File: config.mk
export PLATFORM = sky130hd
export DESIGN_NAME = shreg_bank
export DESIGN_NICKNAME = d
export VERILOG_FILES = /design/src/rtl/shreg_pkg.sv /design/src/rtl/shreg_window.sv /design/src/rtl/shreg_rdmux.sv /design/src/rtl/shreg_bank.sv
export SDC_FILE = /design/constraint.sdc
export NUM_CORES = 2
export LEC_CHECK = 0
export BUFFER_PORTS_ARGS = -buffer_cell sky130_fd_sc_hd__buf_2
export CORE_MARGIN = 2
export CORE_UTILIZATION = 59
export DETAILED_ROUTE_END_ITERATION = 7
export PLACE_DENSITY = 0.79
export REMOVE_ABC_BUFFERS = 1
export SETUP_SLACK_MARGIN = 0.5
export SLEW_MARGIN = 5
export SYNTH_ARGS = -nofsm -noshare
export SYNTH_HDL_FRONTEND = slang
export SYNTH_SLANG_ARGS = --single-unit
File: constraint.sdc
create_clock -name clk -period 3.92 [get_ports clk]
set_input_delay 0.392 -clock clk [delete_from_list [all_inputs] [get_ports clk]]
set_output_delay 0.392 -clock clk [all_outputs]
set_load 0.02 [all_outputs]
File: src/rtl/shreg_pkg.sv
package shreg_pkg;

    // Per-window shadow state
    typedef enum logic [1:0] {
        SH_CLEAN = 2'd0,
        SH_PEND  = 2'd1,
        SH_HELD  = 2'd2
    } sh_state_e;

    // Field selector codes inside a window's address slot
    localparam logic [1:0] SEL_START = 2'd0;
    localparam logic [1:0] SEL_END   = 2'd1;
    localparam logic [1:0] SEL_POS   = 2'd2;
    localparam logic [1:0] SEL_SIZE  = 2'd3;

    // Packing of the control word and the coordinate pairs
    localparam int PROT_LSB = 8;
    localparam int Y_LSB    = 16;

endpackage

File: src/rtl/shreg_window.sv
module shreg_window
    import shreg_pkg::*;
#(
    parameter int DW = 32,
    parameter int CW = 12
) (
    input  logic          clk,
    input  logic          rst_n,
    input  logic          vsync_i,
    input  logic          prot_i,
    input  logic          prot_nxt_i,
    input  logic          en_vis_i,
    input  logic          en_touch_i,
    input  logic          wr_i,
    input  logic [1:0]    wr_sel_i,
    input  logic [DW-1:0] wr_data_i,
    output logic [DW-1:0] vis_start_o,
    output logic [DW-1:0] vis_end_o,
    output logic [DW-1:0] vis_pos_o,
    output logic [DW-1:0] vis_size_o,
    output logic [DW-1:0] act_start_o,
    output logic [DW-1:0] act_end_o,
    output logic [CW-1:0] act_tlx_o,
    output logic [CW-1:0] act_tly_o,
    output logic [CW-1:0] act_brx_o,
    output logic [CW-1:0] act_bry_o,
    output logic          act_en_o
);

    sh_state_e st, st_nxt;

    logic          touched;
    logic          load;
    logic [CW:0]   sum_x, sum_y;
    logic [CW-1:0] brx_calc, bry_calc;

    assign touched = wr_i || en_touch_i;
    assign load    = vsync_i && (st == SH_PEND);

    // Derived corner from the visible copy, captured at load
    assign sum_x    = {1'b0, vis_pos_o[CW-1:0]} + {1'b0, vis_size_o[CW-1:0]};
    assign sum_y    = {1'b0, vis_pos_o[Y_LSB +: CW]} + {1'b0, vis_size_o[Y_LSB +: CW]};
    assign brx_calc = (sum_x == '0) ? '0 : CW'(sum_x - 1'b1);
    assign bry_calc = (sum_y == '0) ? '0 : CW'(sum_y - 1'b1);

    // State register
    always_ff @(posedge clk) begin
        if (!rst_n) st <= SH_CLEAN;
        else        st <= st_nxt;
    end

    // Next-state logic
    always_comb begin
        st_nxt = st;
        unique case (st)
            SH_CLEAN: begin
                if (touched) st_nxt = prot_nxt_i ? SH_HELD : SH_PEND;
            end
            SH_PEND: begin
                if (touched)         st_nxt = prot_nxt_i ? SH_HELD : SH_PEND;
                else if (load)       st_nxt = SH_CLEAN;
                else if (prot_nxt_i) st_nxt = SH_HELD;
            end
            SH_HELD: begin
                if (!prot_nxt_i) st_nxt = SH_PEND;
            end
            default: st_nxt = SH_CLEAN;
        endcase
    end

    // Visible and active register copies
    always_ff @(posedge clk) begin
        if (!rst_n) begin
            vis_start_o <= '0;
            vis_end_o   <= '0;
            vis_pos_o   <= '0;
            vis_size_o  <= '0;
            act_start_o <= '0;
            act_end_o   <= '0;
            act_tlx_o   <= '0;
            act_tly_o   <= '0;
            act_brx_o   <= '0;
            act_bry_o   <= '0;
            act_en_o    <= 1'b0;
        end else begin
            if (load) begin
                act_start_o <= vis_start_o;
                act_end_o   <= vis_end_o;
                act_tlx_o   <= vis_pos_o[CW-1:0];
                act_tly_o   <= vis_pos_o[Y_LSB +: CW];
                act_brx_o   <= brx_calc;
                act_bry_o   <= bry_calc;
                act_en_o    <= en_vis_i;
            end
            if (wr_i) begin
                unique case (wr_sel_i)
                    SEL_START: vis_start_o <= wr_data_i;
                    SEL_END:   vis_end_o   <= wr_data_i;
                    SEL_POS:   vis_pos_o   <= wr_data_i;
                    SEL_SIZE:  vis_size_o  <= wr_data_i;
                    default:   vis_start_o <= vis_start_o;
                endcase
            end
        end
    end

    AST_PEND_UNPROT: assert property (@(posedge clk) disable iff (!rst_n)
        (st == SH_PEND) |-> !prot_i);

    AST_PROT_FREEZE: assert property (@(posedge clk) disable iff (!rst_n)
        prot_i |=> ($stable(act_start_o) && $stable(act_brx_o) && $stable(act_en_o)));

    AST_NO_VSYNC_HOLD: assert property (@(posedge clk) disable iff (!rst_n)
        !vsync_i |=> ($stable(act_start_o) && $stable(act_end_o) && $stable(act_en_o)));

    AST_CLEAN_MATCH: assert property (@(posedge clk) disable iff (!rst_n)
        (st == SH_CLEAN) |-> (act_start_o == vis_start_o && act_en_o == en_vis_i));

endmodule

File: src/rtl/shreg_rdmux.sv
module shreg_rdmux
    import shreg_pkg::*;
#(
    parameter int NW     = 5,
    parameter int DW     = 32,
    parameter int ADDR_W = 5
) (
    input  logic [ADDR_W-1:0] rd_addr,
    input  logic [NW*DW-1:0]  vis_start,
    input  logic [NW*DW-1:0]  vis_end,
    input  logic [NW*DW-1:0]  vis_pos,
    input  logic [NW*DW-1:0]  vis_size,
    input  logic [DW-1:0]     ctrl_word,
    output logic [DW-1:0]     rd_data
);

    localparam int WF_W = ADDR_W - 2;
    localparam logic [WF_W-1:0] CTRL_WIN = '1;

    logic [WF_W-1:0] rd_win;
    logic [1:0]      rd_sel;

    assign rd_win = rd_addr[ADDR_W-1:2];
    assign rd_sel = rd_addr[1:0];

    always_comb begin
        rd_data = '0;
        if (rd_win == CTRL_WIN) begin
            if (rd_sel == 2'd0) rd_data = ctrl_word;
        end else begin
            for (int w = 0; w < NW; w++) begin
                if (rd_win == WF_W'(w)) begin
                    case (rd_sel)
                        SEL_START: rd_data = vis_start[w*DW +: DW];
                        SEL_END:   rd_data = vis_end[w*DW +: DW];
                        SEL_POS:   rd_data = vis_pos[w*DW +: DW];
                        default:   rd_data = vis_size[w*DW +: DW];
                    endcase
                end
            end
        end
    end

endmodule

File: src/rtl/shreg_bank.sv
module shreg_bank
    import shreg_pkg::*;
#(
    parameter int NW     = 5,
    parameter int DW     = 32,
    parameter int CW     = 12,
    parameter int ADDR_W = 5
) (
    input  logic              clk,
    input  logic              rst_n,
    input  logic              wr_en,
    input  logic [ADDR_W-1:0] wr_addr,
    input  logic [DW-1:0]     wr_data,
    input  logic [ADDR_W-1:0] rd_addr,
    output logic [DW-1:0]     rd_data,
    input  logic              vsync,
    output logic [NW*DW-1:0]  act_start,
    output logic [NW*DW-1:0]  act_end,
    output logic [NW*CW-1:0]  act_tl_x,
    output logic [NW*CW-1:0]  act_tl_y,
    output logic [NW*CW-1:0]  act_br_x,
    output logic [NW*CW-1:0]  act_br_y,
    output logic [NW-1:0]     act_en
);

    localparam int WF_W = ADDR_W - 2;
    localparam logic [WF_W-1:0] CTRL_WIN = '1;

    logic [NW-1:0]    en_vis, prot, prot_nxt, en_touch;
    logic             ctrl_wr;
    logic [WF_W-1:0]  wr_win;
    logic [DW-1:0]    ctrl_word;
    logic [NW*DW-1:0] vis_start, vis_end, vis_pos, vis_size;

    assign wr_win   = wr_addr[ADDR_W-1:2];
    assign ctrl_wr  = wr_en && (wr_win == CTRL_WIN) && (wr_addr[1:0] == 2'd0);
    assign prot_nxt = ctrl_wr ? wr_data[PROT_LSB +: NW] : prot;
    assign en_touch = ctrl_wr ? (wr_data[NW-1:0] ^ en_vis) : '0;

    // Shared control register: enables are shadowed, protect is immediate
    always_ff @(posedge clk) begin
        if (!rst_n) begin
            en_vis <= '0;
            prot   <= '0;
        end else if (ctrl_wr) begin
            en_vis <= wr_data[NW-1:0];
            prot   <= wr_data[PROT_LSB +: NW];
        end
    end

    always_comb begin
        ctrl_word = '0;
        ctrl_word[NW-1:0]        = en_vis;
        ctrl_word[PROT_LSB +: NW] = prot;
    end

    for (genvar w = 0; w < NW; w++) begin : g_win
        logic win_wr;
        assign win_wr = wr_en && (wr_win == WF_W'(w));

        shreg_window #(.DW(DW), .CW(CW)) u_win (
            .clk         (clk),
            .rst_n       (rst_n),
            .vsync_i     (vsync),
            .prot_i      (prot[w]),
            .prot_nxt_i  (prot_nxt[w]),
            .en_vis_i    (en_vis[w]),
            .en_touch_i  (en_touch[w]),
            .wr_i        (win_wr),
            .wr_sel_i    (wr_addr[1:0]),
            .wr_data_i   (wr_data),
            .vis_start_o (vis_start[w*DW +: DW]),
            .vis_end_o   (vis_end[w*DW +: DW]),
            .vis_pos_o   (vis_pos[w*DW +: DW]),
            .vis_size_o  (vis_size[w*DW +: DW]),
            .act_start_o (act_start[w*DW +: DW]),
            .act_end_o   (act_end[w*DW +: DW]),
            .act_tlx_o   (act_tl_x[w*CW +: CW]),
            .act_tly_o   (act_tl_y[w*CW +: CW]),
            .act_brx_o   (act_br_x[w*CW +: CW]),
            .act_bry_o   (act_br_y[w*CW +: CW]),
            .act_en_o    (act_en[w])
        );
    end

    shreg_rdmux #(.NW(NW), .DW(DW), .ADDR_W(ADDR_W)) u_rd (
        .rd_addr   (rd_addr),
        .vis_start (vis_start),
        .vis_end   (vis_end),
        .vis_pos   (vis_pos),
        .vis_size  (vis_size),
        .ctrl_word (ctrl_word),
        .rd_data   (rd_data)
    );

endmodule

==> flow_summary.toml <==
[cts]
cts_num_sinks = 1225
cts_htree_levels = 4
clk_pin_slew_worst_paths_ns = 0.06
cts_tree = "done"
cts_buffers = 131
clock_root_buffer = "sky130_fd_sc_hd__clkbuf_16"
clock_latency_of_the_later_clocked_register_in_the_worst_skew_pair_ns = 0.78
cts_max_path_buffers = 3
cts-hold-fix-buffers = 0

[logic_synthesis]
synth-edff-count = 0
asyncSetResetFlopFracSynth_pct = 0
synth_area_per_inst_sq_um = 8.035
synth.distinct_cells = 102
yosys_most_used_dff = "sky130_fd_sc_hd__dfxtp_1"
synth.yosys.seq_area_share_pct = 43.92
yosys_warnings = 0
postSynthCellCount = 6949
postSynthRegisterBits = 1225
post_synth_instance_area_sq_um = 55830

[setup_path]
largest_fanout_of_any_net_on_the_critical_path = 3
critical_path_buf_inv_count = 3
path_cells = "buf_4 -> mux4_2 -> mux4_2 -> inv_1 -> o21ai_0 -> buf_2"
worst_ep_required_time_ns = 3.53
crit_family = "multiplexers"
critPathArrivalTime_ns = 3.10
timing.critical_path.slowest_cell_delay_ns = 0.57
timing.setup.critical_path_class = "reg -> out"
startpoint_type = "flop"
worst_setup_path_end_kind = "output port"
timing.critical_path.slowest_stage_cell = "sky130_fd_sc_hd__mux4_2"
worst_path_most_repeated_cell = "sky130_fd_sc_hd__mux4_2"

[floorplan]
initial_utilization_pct = 59.64
floorplan.die.width_um = 311.6
rows = 112
design.die.area_sq_um = 97110
die_height_um = 311.6
floorplan.io_pins = 643
core_region_area_sq_um = 93610

[min_path]
hold_path_class = "in -> reg"

[global_route]
largest_net_degree_at_the_start_of_global_routing = 182
groute.layer.met2.usage_pct = 63.32
first_pass_grt_wire_length_um = 318100
track_usage_pct = 42.90
groute.layer.met3.usage_pct = 13.49
number_of_global_route_vias_before_repair = 50610
grt_overflow = 0
global_routing_met1_resource_utilization_pct = 54.19
most_crowded_layer_after_global_routing = "met2"
antenna_found_initial = 27

[sta]
finalCritPeriodShare_pct = 89.04
tightest_slew_ns = 1.145
rsz0062_at_grt = "true"
achievable_freq_mhz = 286.5
slew_violations = 0
finalSetupViolCount = 0
hold_violations = 0
slew-limit-headroom_pct = 23.47
post_route_minimum_period_ns = 3.490
fin_worst_skew_ns = 0.02859

[placed_design]
port_buffers = 642
detailed_place_hpwl_um = 150100
place_area_sq_um = 59670
placed_cells = 8417
place.gp.congestion = 1.019

[cells_and_area]
final_area_sq_um = 64080
final_layout_size_suffix_gt1_share_pct = 16.73
layout.area.seq_sq_um = 24520
fin_cells = 8663
number_of_nets_in_the_layout = 7493
areaGrowthSynthToFinish_pct = 14.77
n_fill_cell = 7742
multi_input_area_sq_um = 29200

[power]
cellPowerDensity_nw_per_um2 = 413.0
power_mw = 26.47
power_leakage_nw = 24.56
max_vdd_drop_v = 0.0003878

[outcome]
status = "completed"

[routing]
detail_route.drc_violations = 0
routed-via-count = 54760
wirelength_um = 216200
antenna_left = 0
dr.first_iter.drc_count = 7912
firstDrtPassIters = 6
average_routed_wire_per_standard_cell_um = 24.96
via_per_inst = 6.321

[flow_run]
maxCapViolCount = 0
## through the flow
| step | util [%] | TNS [ns] | hold WS (ns) | setup WS, ns |
|---|---|---|---|---|
| after detailed placement | 63.74 | 0 | 0.4378 | 0.3421 |
| after global routing | 68.43 | 0 | 0.1180 | 0.4618 |
| final | 68.46 | 0 | 0.1089 | 0.4296 |
| after CTS | 68.33 | 0 | 0.07358 | 0.4911 |
| after global placement | 63.74 | 0 | 0.4326 | 0.3419 |
| after floorplan | - | -6615.35 | 0.4331 | -8.817 |
## cells in the final DEF, fill, tap and decap left out, types with 27 or more instances in the layout
cell                        Yosys  final
sky130_fd_sc_hd__nand2_1     2399   2398
sky130_fd_sc_hd__dfxtp_1     1225   1225
sky130_fd_sc_hd__a21oi_1     1189   1188
sky130_fd_sc_hd__buf_2         19    639
sky130_fd_sc_hd__mux4_2       174    174
sky130_fd_sc_hd__nor2_1       186    165
sky130_fd_sc_hd__o21ai_0      162    160
sky130_fd_sc_hd__ha_1         140    140
sky130_fd_sc_hd__clkbuf_16      0    133
sky130_fd_sc_hd__buf_4          6     92
sky130_fd_sc_hd__xnor2_1       90     90
sky130_fd_sc_hd__inv_1         75     75
sky130_fd_sc_hd__xor2_1        72     72
sky130_fd_sc_hd__nor3_1        63     58
sky130_fd_sc_hd__nand3_1       46     44
sky130_fd_sc_hd__a21o_1        31     31
sky130_fd_sc_hd__nor2b_1       30     30
sky130_fd_sc_hd__mux2i_1       27     27
## logic make-up after synthesis
family | after synthesis | share of synthesized area, %
AND/OR/NAND/NOR | 2920 | 21.20
adder cells (fa/ha/maj) | 150 | 3.496
XOR/XNOR | 162 | 2.541
multiplexers | 204 | 7.563
flip-flops | 1225 | 43.92
buffers and inverters | 607 | 4.166
AO/OA/AOI/OAI | 1681 | 17.11
## path summary, 6_finish.rpt
path / slack (ns) / start / depth (start not counted) / end
min: 0.11 / wr_data[15] / 3 / g_win[3].u_win.vis_size_o[15]
min reg2reg: 0.44 / g_win[1].u_win.act_bry_o[1] / 2 / g_win[1].u_win.act_bry_o[1]
max reg2reg: 0.66 / g_win[0].u_win.vis_pos_o[0] / 10 / g_win[0].u_win.act_brx_o[11]
max: 0.43 / g_win[3].u_win.vis_pos_o[25] / 6 / rd_data[25]
## Yosys cell counts, types with 22 or more instances
| master | count | area share, % |
|---|---|---|
| sky130_fd_sc_hd__mux2i_1 | 27 | 0.48 |
| sky130_fd_sc_hd__a211oi_1 | 26 | 0.35 |
| sky130_fd_sc_hd__mux4_2 | 174 | 7.0 |
| sky130_fd_sc_hd__o21ai_0 | 162 | 1.5 |
| sky130_fd_sc_hd__buf_1 | 29 | 0.19 |
| sky130_fd_sc_hd__nor3_1 | 63 | 0.56 |
| sky130_fd_sc_hd__ha_1 | 140 | 3.1 |
| sky130_fd_sc_hd__nor2b_1 | 30 | 0.34 |
| sky130_fd_sc_hd__nand3_1 | 46 | 0.41 |
| sky130_fd_sc_hd__xnor2_1 | 90 | 1.4 |
| sky130_fd_sc_hd__and3_1 | 22 | 0.25 |
| sky130_fd_sc_hd__xor2_1 | 72 | 1.1 |
| sky130_fd_sc_hd__nand2_1 | 2399 | 16 |
| sky130_fd_sc_hd__a21oi_1 | 1189 | 11 |
| sky130_fd_sc_hd__a21o_1 | 31 | 0.42 |
| sky130_fd_sc_hd__or2_2 | 29 | 0.32 |
| sky130_fd_sc_hd__inv_1 | 75 | 0.50 |
| sky130_fd_sc_hd__dfxtp_1 | 1225 | 44 |
| sky130_fd_sc_hd__nor2_1 | 186 | 1.3 |
| sky130_fd_sc_hd__clkbuf_1 | 476 | 3.2 |
## registers in the layout, summed over array words and instances, names as in the netlist
register and cells:
g_win.u_win.vis_pos_o 160, g_win.u_win.act_tlx_o 60, g_win.u_win.vis_end_o 160, g_win.u_win.act_start_o 160, g_win.u_win.vis_size_o 160, g_win.u_win.act_en_o 5, prot 5, g_win.u_win.act_bry_o 60
g_win.u_win.st 10, g_win.u_win.act_end_o 160, en_vis 5, g_win.u_win.act_tly_o 60, g_win.u_win.vis_start_o 160, g_win.u_win.act_brx_o 60
## power breakdown
| group | leakage [nW] | switching, mW | internal, mW |
|---|---|---|---|
| sequential | 9.87 | 0.0678 | 12.5 |
| clock | 2.10 | 5.31 | 7.18 |
| combinational | 12.6 | 1.02 | 0.369 |
| total | 24.6 | 6.41 | 20.1 |
## area by class of cell
| cell class | instances | area share, % |
|---|---|---|
| clock inverter | 50 | 0.8357 |
| timing repair buffer | 746 | 6.514 |
| inverter | 76 | 0.4569 |
| clock buffer | 182 | 5.856 |
| sequential | 1225 | 38.27 |
| tap | 1254 | 2.448 |
| antenna | 13 | 0.05077 |
| multi-input combinational | 5117 | 45.57 |
## per-layer routing
| layer | share of wire, % | wire (um) |
|---|---|---|
| met2 | 42 | 91670 |
| met1 | 36 | 77960 |
| met3 | 14 | 29550 |
| met5 | 0.069 | 149 |
| met4 | 7.8 | 16870 |
## what timing repair did
| action | 4_1_cts | 5_1_grt |
|---|---|---|
| setup endpoints to repair | 6 | 50 |
| pin swaps | 0 | 2 |
| resized for setup | 2 | 15 |
| setup buffers | 0 | 1 |
## worst register-to-register path, stage by stage (launching register included)
cell	delay (ns)
sky130_fd_sc_hd__dfxtp_1	0.35
sky130_fd_sc_hd__ha_1	0.25
sky130_fd_sc_hd__fa_1	0.47
sky130_fd_sc_hd__a21o_1	0.23
sky130_fd_sc_hd__a2111oi_0	0.38
sky130_fd_sc_hd__or4_1	0.18
sky130_fd_sc_hd__o2111ai_1	0.19
sky130_fd_sc_hd__a31o_1	0.30
sky130_fd_sc_hd__or4b_1	0.47
sky130_fd_sc_hd__a31oi_1	0.19
sky130_fd_sc_hd__o211a_1	0.16
(Power assumes the default switching activity.)
